`src/rtl/cap_pkg.sv`:
```
package cap_pkg;
    localparam int NCH  = 4;
    localparam int CHW  = $clog2(NCH);
    localparam int BW   = 8;
    localparam int DW   = 20;
    localparam int HW   = DW - 2 * BW;
    localparam int AW   = 8;
    localparam int EAW  = 3;
    localparam int IW   = 4;
    localparam int IDW  = 2;

    // host window addresses
    localparam logic [EAW-1:0] A_TRIG = 3'd0;
    localparam logic [EAW-1:0] A_MID  = 3'd1;
    localparam logic [EAW-1:0] A_HI   = 3'd2;
    localparam logic [EAW-1:0] A_MAP  = 3'd3;
    localparam logic [EAW-1:0] A_PTR  = 3'd6;
    localparam logic [EAW-1:0] A_CTL  = 3'd7;

    // control register fields
    localparam int CTL_STEP = 7;
    localparam int CTL_BC   = 6;
    localparam int CTL_IHI  = 5;
    localparam int CTL_ILO  = 2;
    localparam int MAP_BIT  = 5;

    typedef struct packed {
        logic [BW-1:0]  ctl;
        logic           alt;
        logic [NCH-1:0] we;
        logic           re;
        logic [CHW-1:0] rsel;
        logic [AW-1:0]  addr;
        logic           alt_o;
        logic [DW-1:0]  wdata;
        logic [BW-1:0]  rdata;
    } cap_state_t;

    typedef struct packed {
        logic [BW-1:0] mid;
        logic [HW-1:0] hi;
        logic [DW-1:0] hold;
    } cap_data_t;
endpackage

```
`src/rtl/cap_sel_decode.sv`:
```
module cap_sel_decode
    import cap_pkg::*;
(
    input  logic           bcast,
    input  logic [IW-1:0]  instr,
    input  logic [CHW-1:0] chan,
    input  logic [IDW-1:0] dev_id,
    output logic [NCH-1:0] sel
);
    logic [NCH-1:0] one_ch;

    generate
        for (genvar g = 0; g < NCH; g++) begin : g_one
            assign one_ch[g] = (chan == CHW'(g));
        end
    endgenerate

    always_comb begin
        sel = '0;
        if (!bcast) begin
            sel = one_ch;
        end else begin
            casez (instr)
                4'b0000: sel = '1;
                4'b0001: sel = 4'b0111;
                4'b0010: sel = 4'b1110;
                4'b0100: sel = one_ch;
                4'b1000: sel = dev_id[0] ? '0 : one_ch;
                4'b1001: sel = dev_id[0] ? one_ch : '0;
                4'b11??: sel = (dev_id == instr[1:0]) ? one_ch : '0;
                default: sel = '0;
            endcase
        end
    end
endmodule

```
`src/rtl/cap_addr_ctr.sv`:
```
module cap_addr_ctr
    import cap_pkg::*;
(
    input  logic          clk,
    input  logic          rst_n,
    input  logic          load,
    input  logic [AW-1:0] load_val,
    input  logic          step,
    output logic [AW-1:0] ptr
);
    logic [AW-1:0] ptr_d, ptr_q;

    always_comb begin
        ptr_d = ptr_q;
        if (load)
            ptr_d = load_val;
        else if (step)
            ptr_d = ptr_q + AW'(1);
    end

    always_ff @(posedge clk) begin
        if (!rst_n) ptr_q <= '0;
        else        ptr_q <= ptr_d;
    end

    assign ptr = ptr_q;

    AST_PTR_STEP: assert property (@(posedge clk) disable iff (!rst_n)
        (step && !load) |=> (ptr == AW'($past(ptr) + AW'(1))));
    AST_PTR_HOLD: assert property (@(posedge clk) disable iff (!rst_n)
        (!step && !load) |=> $stable(ptr));
endmodule

```
`src/rtl/cap_data_path.sv`:
```
module cap_data_path
    import cap_pkg::*;
(
    input  logic          clk,
    input  logic          rst_n,
    input  logic          ld_mid,
    input  logic          ld_hi,
    input  logic [BW-1:0] wbyte,
    input  logic          capture,
    input  logic [DW-1:0] cap_word,
    output logic [BW-1:0] stage_mid,
    output logic [HW-1:0] stage_hi,
    output logic [DW-1:0] hold
);
    cap_data_t s_d, s_q;

    always_comb begin
        s_d = s_q;
        if (ld_mid)  s_d.mid  = wbyte;
        if (ld_hi)   s_d.hi   = wbyte[HW-1:0];
        if (capture) s_d.hold = cap_word;
    end

    always_ff @(posedge clk) begin
        if (!rst_n) s_q <= '0;
        else        s_q <= s_d;
    end

    assign stage_mid = s_q.mid;
    assign stage_hi  = s_q.hi;
    assign hold      = s_q.hold;

    AST_STAGE_KEEP: assert property (@(posedge clk) disable iff (!rst_n)
        (!ld_mid && !ld_hi) |=> ($stable(stage_mid) && $stable(stage_hi)));
endmodule

```
`src/rtl/chan_access_port.sv`:
```
module chan_access_port
    import cap_pkg::*;
(
    input  logic            clk,
    input  logic            rst_n,
    input  logic [1:0]      dev_id,
    input  logic [2:0]      host_addr,
    input  logic [7:0]      host_wdata,
    input  logic            host_wr,
    input  logic            host_rd,
    output logic [7:0]      host_rdata,
    output logic [7:0]      reg_addr,
    output logic            reg_alt_map,
    output logic [19:0]     reg_wdata,
    output logic [3:0]      reg_we,
    output logic            reg_re,
    output logic [1:0]      reg_rsel,
    input  logic [19:0]     reg_rdata
);
    cap_state_t s_d, s_q;

    logic           wr_go, rd_go, trig_acc, bcast;
    logic [NCH-1:0] sel;
    logic [AW-1:0]  ptr;
    logic [BW-1:0]  stage_mid;
    logic [HW-1:0]  stage_hi;
    logic [DW-1:0]  hold;

    assign wr_go    = host_wr;
    assign rd_go    = host_rd && !host_wr;
    assign trig_acc = (wr_go || rd_go) && (host_addr == A_TRIG);
    assign bcast    = s_q.ctl[CTL_BC];

    cap_sel_decode u_dec (
        .bcast  (bcast),
        .instr  (s_q.ctl[CTL_IHI:CTL_ILO]),
        .chan   (s_q.ctl[CHW-1:0]),
        .dev_id (dev_id),
        .sel    (sel)
    );

    cap_addr_ctr u_ptr (
        .clk      (clk),
        .rst_n    (rst_n),
        .load     (wr_go && host_addr == A_PTR),
        .load_val (host_wdata),
        .step     (trig_acc && s_q.ctl[CTL_STEP]),
        .ptr      (ptr)
    );

    cap_data_path u_data (
        .clk       (clk),
        .rst_n     (rst_n),
        .ld_mid    (wr_go && host_addr == A_MID),
        .ld_hi     (wr_go && host_addr == A_HI),
        .wbyte     (host_wdata),
        .capture   (s_q.re),
        .cap_word  (reg_rdata),
        .stage_mid (stage_mid),
        .stage_hi  (stage_hi),
        .hold      (hold)
    );

    always_comb begin
        s_d    = s_q;
        s_d.we = '0;
        s_d.re = 1'b0;

        // landing of a fetch issued in the previous cycle
        if (s_q.re)
            s_d.rdata = reg_rdata[BW-1:0];

        if (wr_go) begin
            case (host_addr)
                A_CTL: s_d.ctl = host_wdata;
                A_MAP: s_d.alt = host_wdata[MAP_BIT];
                A_TRIG: begin
                    s_d.we    = sel;
                    s_d.addr  = ptr;
                    s_d.alt_o = s_q.alt;
                    s_d.wdata = {stage_hi, stage_mid, host_wdata};
                end
                default: ;
            endcase
        end else if (rd_go) begin
            case (host_addr)
                A_TRIG: begin
                    s_d.rdata = '0;
                    if (!bcast) begin
                        s_d.re    = 1'b1;
                        s_d.rsel  = s_q.ctl[CHW-1:0];
                        s_d.addr  = ptr;
                        s_d.alt_o = s_q.alt;
                    end
                end
                A_MID:   s_d.rdata = bcast ? '0 : hold[2*BW-1:BW];
                A_HI:    s_d.rdata = bcast ? '0 : {{(BW-HW){1'b0}}, hold[DW-1:2*BW]};
                A_PTR:   s_d.rdata = bcast ? '0 : ptr;
                A_CTL:   s_d.rdata = s_q.ctl;
                A_MAP: begin
                    s_d.rdata          = '0;
                    s_d.rdata[MAP_BIT] = s_q.alt;
                end
                default: s_d.rdata = '0;
            endcase
        end
    end

    always_ff @(posedge clk) begin
        if (!rst_n) s_q <= '0;
        else        s_q <= s_d;
    end

    assign host_rdata  = s_q.rdata;
    assign reg_addr    = s_q.addr;
    assign reg_alt_map = s_q.alt_o;
    assign reg_wdata   = s_q.wdata;
    assign reg_we      = s_q.we;
    assign reg_re      = s_q.re;
    assign reg_rsel    = s_q.rsel;

    AST_WE_SOURCE: assert property (@(posedge clk) disable iff (!rst_n)
        (reg_we != '0) |-> $past(host_wr && host_addr == A_TRIG));
    AST_SINGLE_CH: assert property (@(posedge clk) disable iff (!rst_n)
        ((reg_we != '0) && !$past(s_q.ctl[CTL_BC])) |-> $onehot(reg_we));
    AST_RE_SOURCE: assert property (@(posedge clk) disable iff (!rst_n)
        reg_re |-> $past(host_rd && !host_wr && host_addr == A_TRIG
                         && !s_q.ctl[CTL_BC]));
    AST_NO_ACCESS_MIX: assert property (@(posedge clk) disable iff (!rst_n)
        !(reg_re && (reg_we != '0)));
    AST_BCAST_QUIET: assert property (@(posedge clk) disable iff (!rst_n)
        $past(host_rd && !host_wr && s_q.ctl[CTL_BC] &&
              (host_addr == A_TRIG || host_addr == A_MID ||
               host_addr == A_HI   || host_addr == A_PTR))
        |-> (host_rdata == '0));
endmodule

```
`config.mk`:
```
export PLATFORM = sky130hd
export DESIGN_NAME = chan_access_port
export DESIGN_NICKNAME = d
export VERILOG_FILES = /design/src/rtl/cap_pkg.sv /design/src/rtl/cap_sel_decode.sv /design/src/rtl/cap_addr_ctr.sv /design/src/rtl/cap_data_path.sv /design/src/rtl/chan_access_port.sv
export SDC_FILE = /design/constraint.sdc
export NUM_CORES = 1
export LEC_CHECK = 0
export BUFFER_PORTS_ARGS = -buffer_cell sky130_fd_sc_hd__buf_2
export CORE_MARGIN = 1
export CORE_UTILIZATION = 49
export CTS_CLUSTER_SIZE = 28
export DETAILED_ROUTE_END_ITERATION = 7
export PLACE_DENSITY = 0.76
export SLEW_MARGIN = 20
export SYNTH_ARGS = -nofsm -noshare
export SYNTH_HDL_FRONTEND = slang
export SYNTH_SLANG_ARGS = --single-unit
```
`constraint.sdc`:
```
create_clock -name clk -period 1.5 [get_ports clk]
set_clock_uncertainty 0.05 [all_clocks]
set_input_delay 0 -clock clk [delete_from_list [all_inputs] [get_ports clk]]
set_output_delay 0 -clock clk [all_outputs]
set_load 0.005 [all_outputs]
```
==> flow_summary_export.csv <==
group,metric,value,unit
cells_and_area,antenna_cells,0,
floorplanning,coreArea,7687,um^2
sta,finalCriticalPeriod,1.467,ns
synthesis,ys_warn_count,0,
synthesis,yosys.cell_count.top_type,"dfxtp_1",
placement,hpwlAfterDp,6277,um
synthesis,synth_seq_area_share,43.83,%
worst_setup_path,cp.arrival,1.66,ns
sta,rsz0062_at_grt,"yes",
synthesis,synth-xor-area-share,0.2256,%
cells_and_area,final_area,4771,um^2
detailed_routing,via_per_inst,5.262,
synthesis,synth_edf_count,0,
synthesis,synth_compound_area_share,12.67,%
sta,tightest_slew,0.3488,ns
sta,period_share,97.79,%
clock_tree,clkTransAtPathRegs,0.08,ns
synthesis,synth_common_cells,"dfxtp_1, nand2_1, mux2i_1, buf_4, nor2_1",
floorplanning,fp.dieW,91.02,um
global_routing,grt_max_degree,57,
detailed_routing,drtAntennaViolNets,0,
worst_setup_path,reg2reg_depth,5,
placement,placed_cells,577,
worst_setup_path,cp.required,1.69,ns
synthesis,synth-seq-cells,85,
synthesis,syn_area_per_cell,8.784,um^2
power,finalPower,0.004499,W
floorplanning,rows,32,
synthesis,synth_top_area_share,43.83,%
synthesis,synth-simple-area-share,18.30,%
detailed_routing,dr.pass1.iters,5,
global_routing,grt_pass1_wl,15030,um
placement,io_buffers,80,
clock_tree,cts_tree,"yes",
sta,setup_tns,0,ns
cells_and_area,syn_to_final_growth,22.88,%
sta,fmax,681.8,MHz
flow_run,maxCapViolCount,0,
cells_and_area,fin_nets,557,
worst_hold_path,holdCritStartpoint,"reg_rdata[1]",
worst_hold_path,min_to,"host_rdata[1]$_SDFF_PN0_",
synthesis,ys_types,49,
clock_tree,ctsRootBufferMaster,"clkbuf_8",
sta,hold_viol_final,0,
synthesis,synth_top_flop_cell,"dfxtp_1",
synthesis,synth_fa_ha_area_share,0.3223,%
sta,slew_headroom,76.65,%
clock_tree,cts_max_path_buffers,2,
detailed_routing,vias,3289,
synthesis,muxShareOfSynthArea,13.05,%
detailed_routing,wirelength,9615,um
worst_setup_path,worstReg2RegEnd,"host_rdata[1]$_SDFF_PN0_",
power,cellPowerDensity,943.0,nW/um^2
clock_tree,insertion_delay,0.35,ns
global_routing,grt_pass1_vias,3194,
worst_setup_path,rrSetupSlack,0.03,ns
floorplanning,dieArea,8284,um^2
worst_setup_path,critPathLaunchType,"flip-flop",
global_routing,grt_overflow,0,
detailed_routing,drc,0,
synthesis,postSynthCellCount,442,
floorplanning,die_h,91.02,um
worst_setup_path,critPathMaxFanout,4,
worst_setup_path,end_kind,"flip-flop",
power,power_leakage,2.031,nW
synthesis,synth_top_family_by_area,"simple AND/OR/NAND/NOR gates",
detailed_routing,drtIter0Drc,223,
synthesis,synth.largest_area_cell,"dfxtp_1",
synthesis,syn-cell-area,3882,um^2
global_routing,antenna_found_initial,0,
cells_and_area,instances_no_fill,625,
synthesis,synth.net_count,480,
worst_setup_path,path_class,"flip-flop to flip-flop",
synthesis,synth-async-reset-ratio,0,%
cells_and_area,drive_above_1_share,27.92,%
sta,slew_viol_final,0,
placement,placed_area,4185,um^2
floorplanning,start_util,50.50,%
worst_hold_path,hp-class,"primary input to flip-flop",
run_status,status,"finished clean",
global_routing,grt_usage,23.06,%
placement,gp_congestion,0.9266,
floorplanning,io_pins,81,
worst_hold_path,min_path_cells,4,
clock_tree,cts_buffers,9,
detailed_routing,wl_per_cell,15.38,um
sta,finalSetupViolCount,0,
power,ir_drop,0.5218,mV
clock_tree,cts_htree_levels,3,
worst_setup_path,rr_startpoint,"u_ptr.ptr[1]$_SDFFE_PN0P_",
synthesis,synth.area.top_cells,"dfxtp_1, mux2i_1, buf_4",
clock_tree,cts_sinks,85,
==> layout make-up <==
class | instances | area (um^2)
fillers | 676 | 2917
flip-flops and latches | 85 | 1712
repair buffers | 137 | 923.4
multi-input cells | 283 | 1783
clock buffers | 11 | 141.4
inverters | 3 | 11.26
well taps | 102 | 127.6
clock inverters | 4 | 72.57
==> placed cells by master, fill, tap and decap left out, drive strengths merged, types with 3 or more instances in the layout <==
cell type / synthesis / routed
a311oi: 3 / 3
nand4b: 4 / 4
o21ai: 17 / 17
nand2: 69 / 69
dfxtp: 85 / 85
nor2: 41 / 41
nor3: 3 / 3
mux2i: 45 / 45
a21oi: 38 / 38
dlygate4sd3: 0 / 28
clkbuf: 22 / 11
a22oi: 4 / 4
mux2: 5 / 5
inv: 3 / 3
and3: 11 / 11
a32oi: 5 / 5
buf: 49 / 109
a211oi: 3 / 3
==> worst max-delay path by stage <==
stage / slack, ns / end / start / cells past startpoint
4_1_cts: 0.02 / u_ptr.ptr[4]$_SDFFE_PN0P_ / u_ptr.ptr[1]$_SDFFE_PN0P_ / 5
3_3_place_gp: 0.06 / u_ptr.ptr[7]$_SDFFE_PN0P_ / host_addr[0] / 5
5_1_grt: -0.005 / host_rdata[1]$_SDFF_PN0_ / u_ptr.ptr[1]$_SDFFE_PN0P_ / 5
6_report: 0.03 / host_rdata[1]$_SDFF_PN0_ / u_ptr.ptr[1]$_SDFFE_PN0P_ / 5
2_1_floorplan: 0.09 / reg_we[0]$_SDFF_PN0_ / s_q[49]$_SDFFE_PN0P_ / 3
3_5_place_dp: -0.02 / u_ptr.ptr[4]$_SDFFE_PN0P_ / u_ptr.ptr[1]$_SDFFE_PN0P_ / 5
==> what timing repair did <==
| action | CTS | global route |
|---|---|---|
| gates resized for setup | 2 | 15 |
| hold endpoints to repair | 54 | 0 |
| buffers inserted | 0 | 5 |
| setup endpoints to repair | 2 | 7 |
| hold buffers | 28 | 0 |
| pin swaps | 0 | 3 |
==> metrics by stage <==
stage | hold slack [ns] | setup WS (ns) | utilization (%)
after global routing | 0.04681 | -0.005319 | 62.06
after detailed placement | 0.1939 | -0.02024 | 54.44
after floorplan | 0.08596 | 0.08820 | -
after CTS | 0.01537 | 0.01870 | 60.95
after global placement | 0.1910 | 0.06215 | 54.44
final | 0.009206 | 0.03319 | 62.06
==> worst max-delay path, stage by stage (launching register included) <==
cell,delay (ns)
dfxtp_4,0.37
buf_4,0.14
mux2_2,0.25
a22oi_1,0.21
o21ai_0,0.14
and3_1,0.20
==> per-layer routing <==
metal	track usage, %	wire length (um)	part of all wire, %
met5	0	0	0
met1	28.28	4126	43
met2	40.72	4761	50
met4	8.201	156	1.6
met3	3.769	571	5.9
==> registers in the layout, indices dropped and copies added, names as in the netlist <==
signal and flops:
u_data.hold 12, reg_rsel 2, reg_alt_map 1, reg_re 1, s_q 8, u_data.stage_hi 4, reg_addr 8, u_ptr.ptr 8
u_data.stage_mid 8, bcast 1, reg_wdata 20, reg_we 4, host_rdata 8
==> logic make-up after synthesis <==
group | after synthesis
flip-flops | 85
buffers and inverters | 74
adder cells (fa/ha/maj) | 1
multiplexers | 50
XOR/XNOR | 1
AO/OA/AOI/OAI | 82
AND/OR/NAND/NOR | 149
==> power by group <==
| part | leakage (nW) | switching [W] | internal [W] | total (W) |
|---|---|---|---|---|
| registers | 0.690 | 0.0000300 | 0.00229 | 0.00232 |
| logic | 1.24 | 0.000217 | 0.000204 | 0.000420 |
| clock network | 0.105 | 0.000782 | 0.000972 | 0.00175 |
| total | 2.03 | 0.00103 | 0.00347 | 0.00450 |
Note: power is estimated with default switching activity, not from simulation.
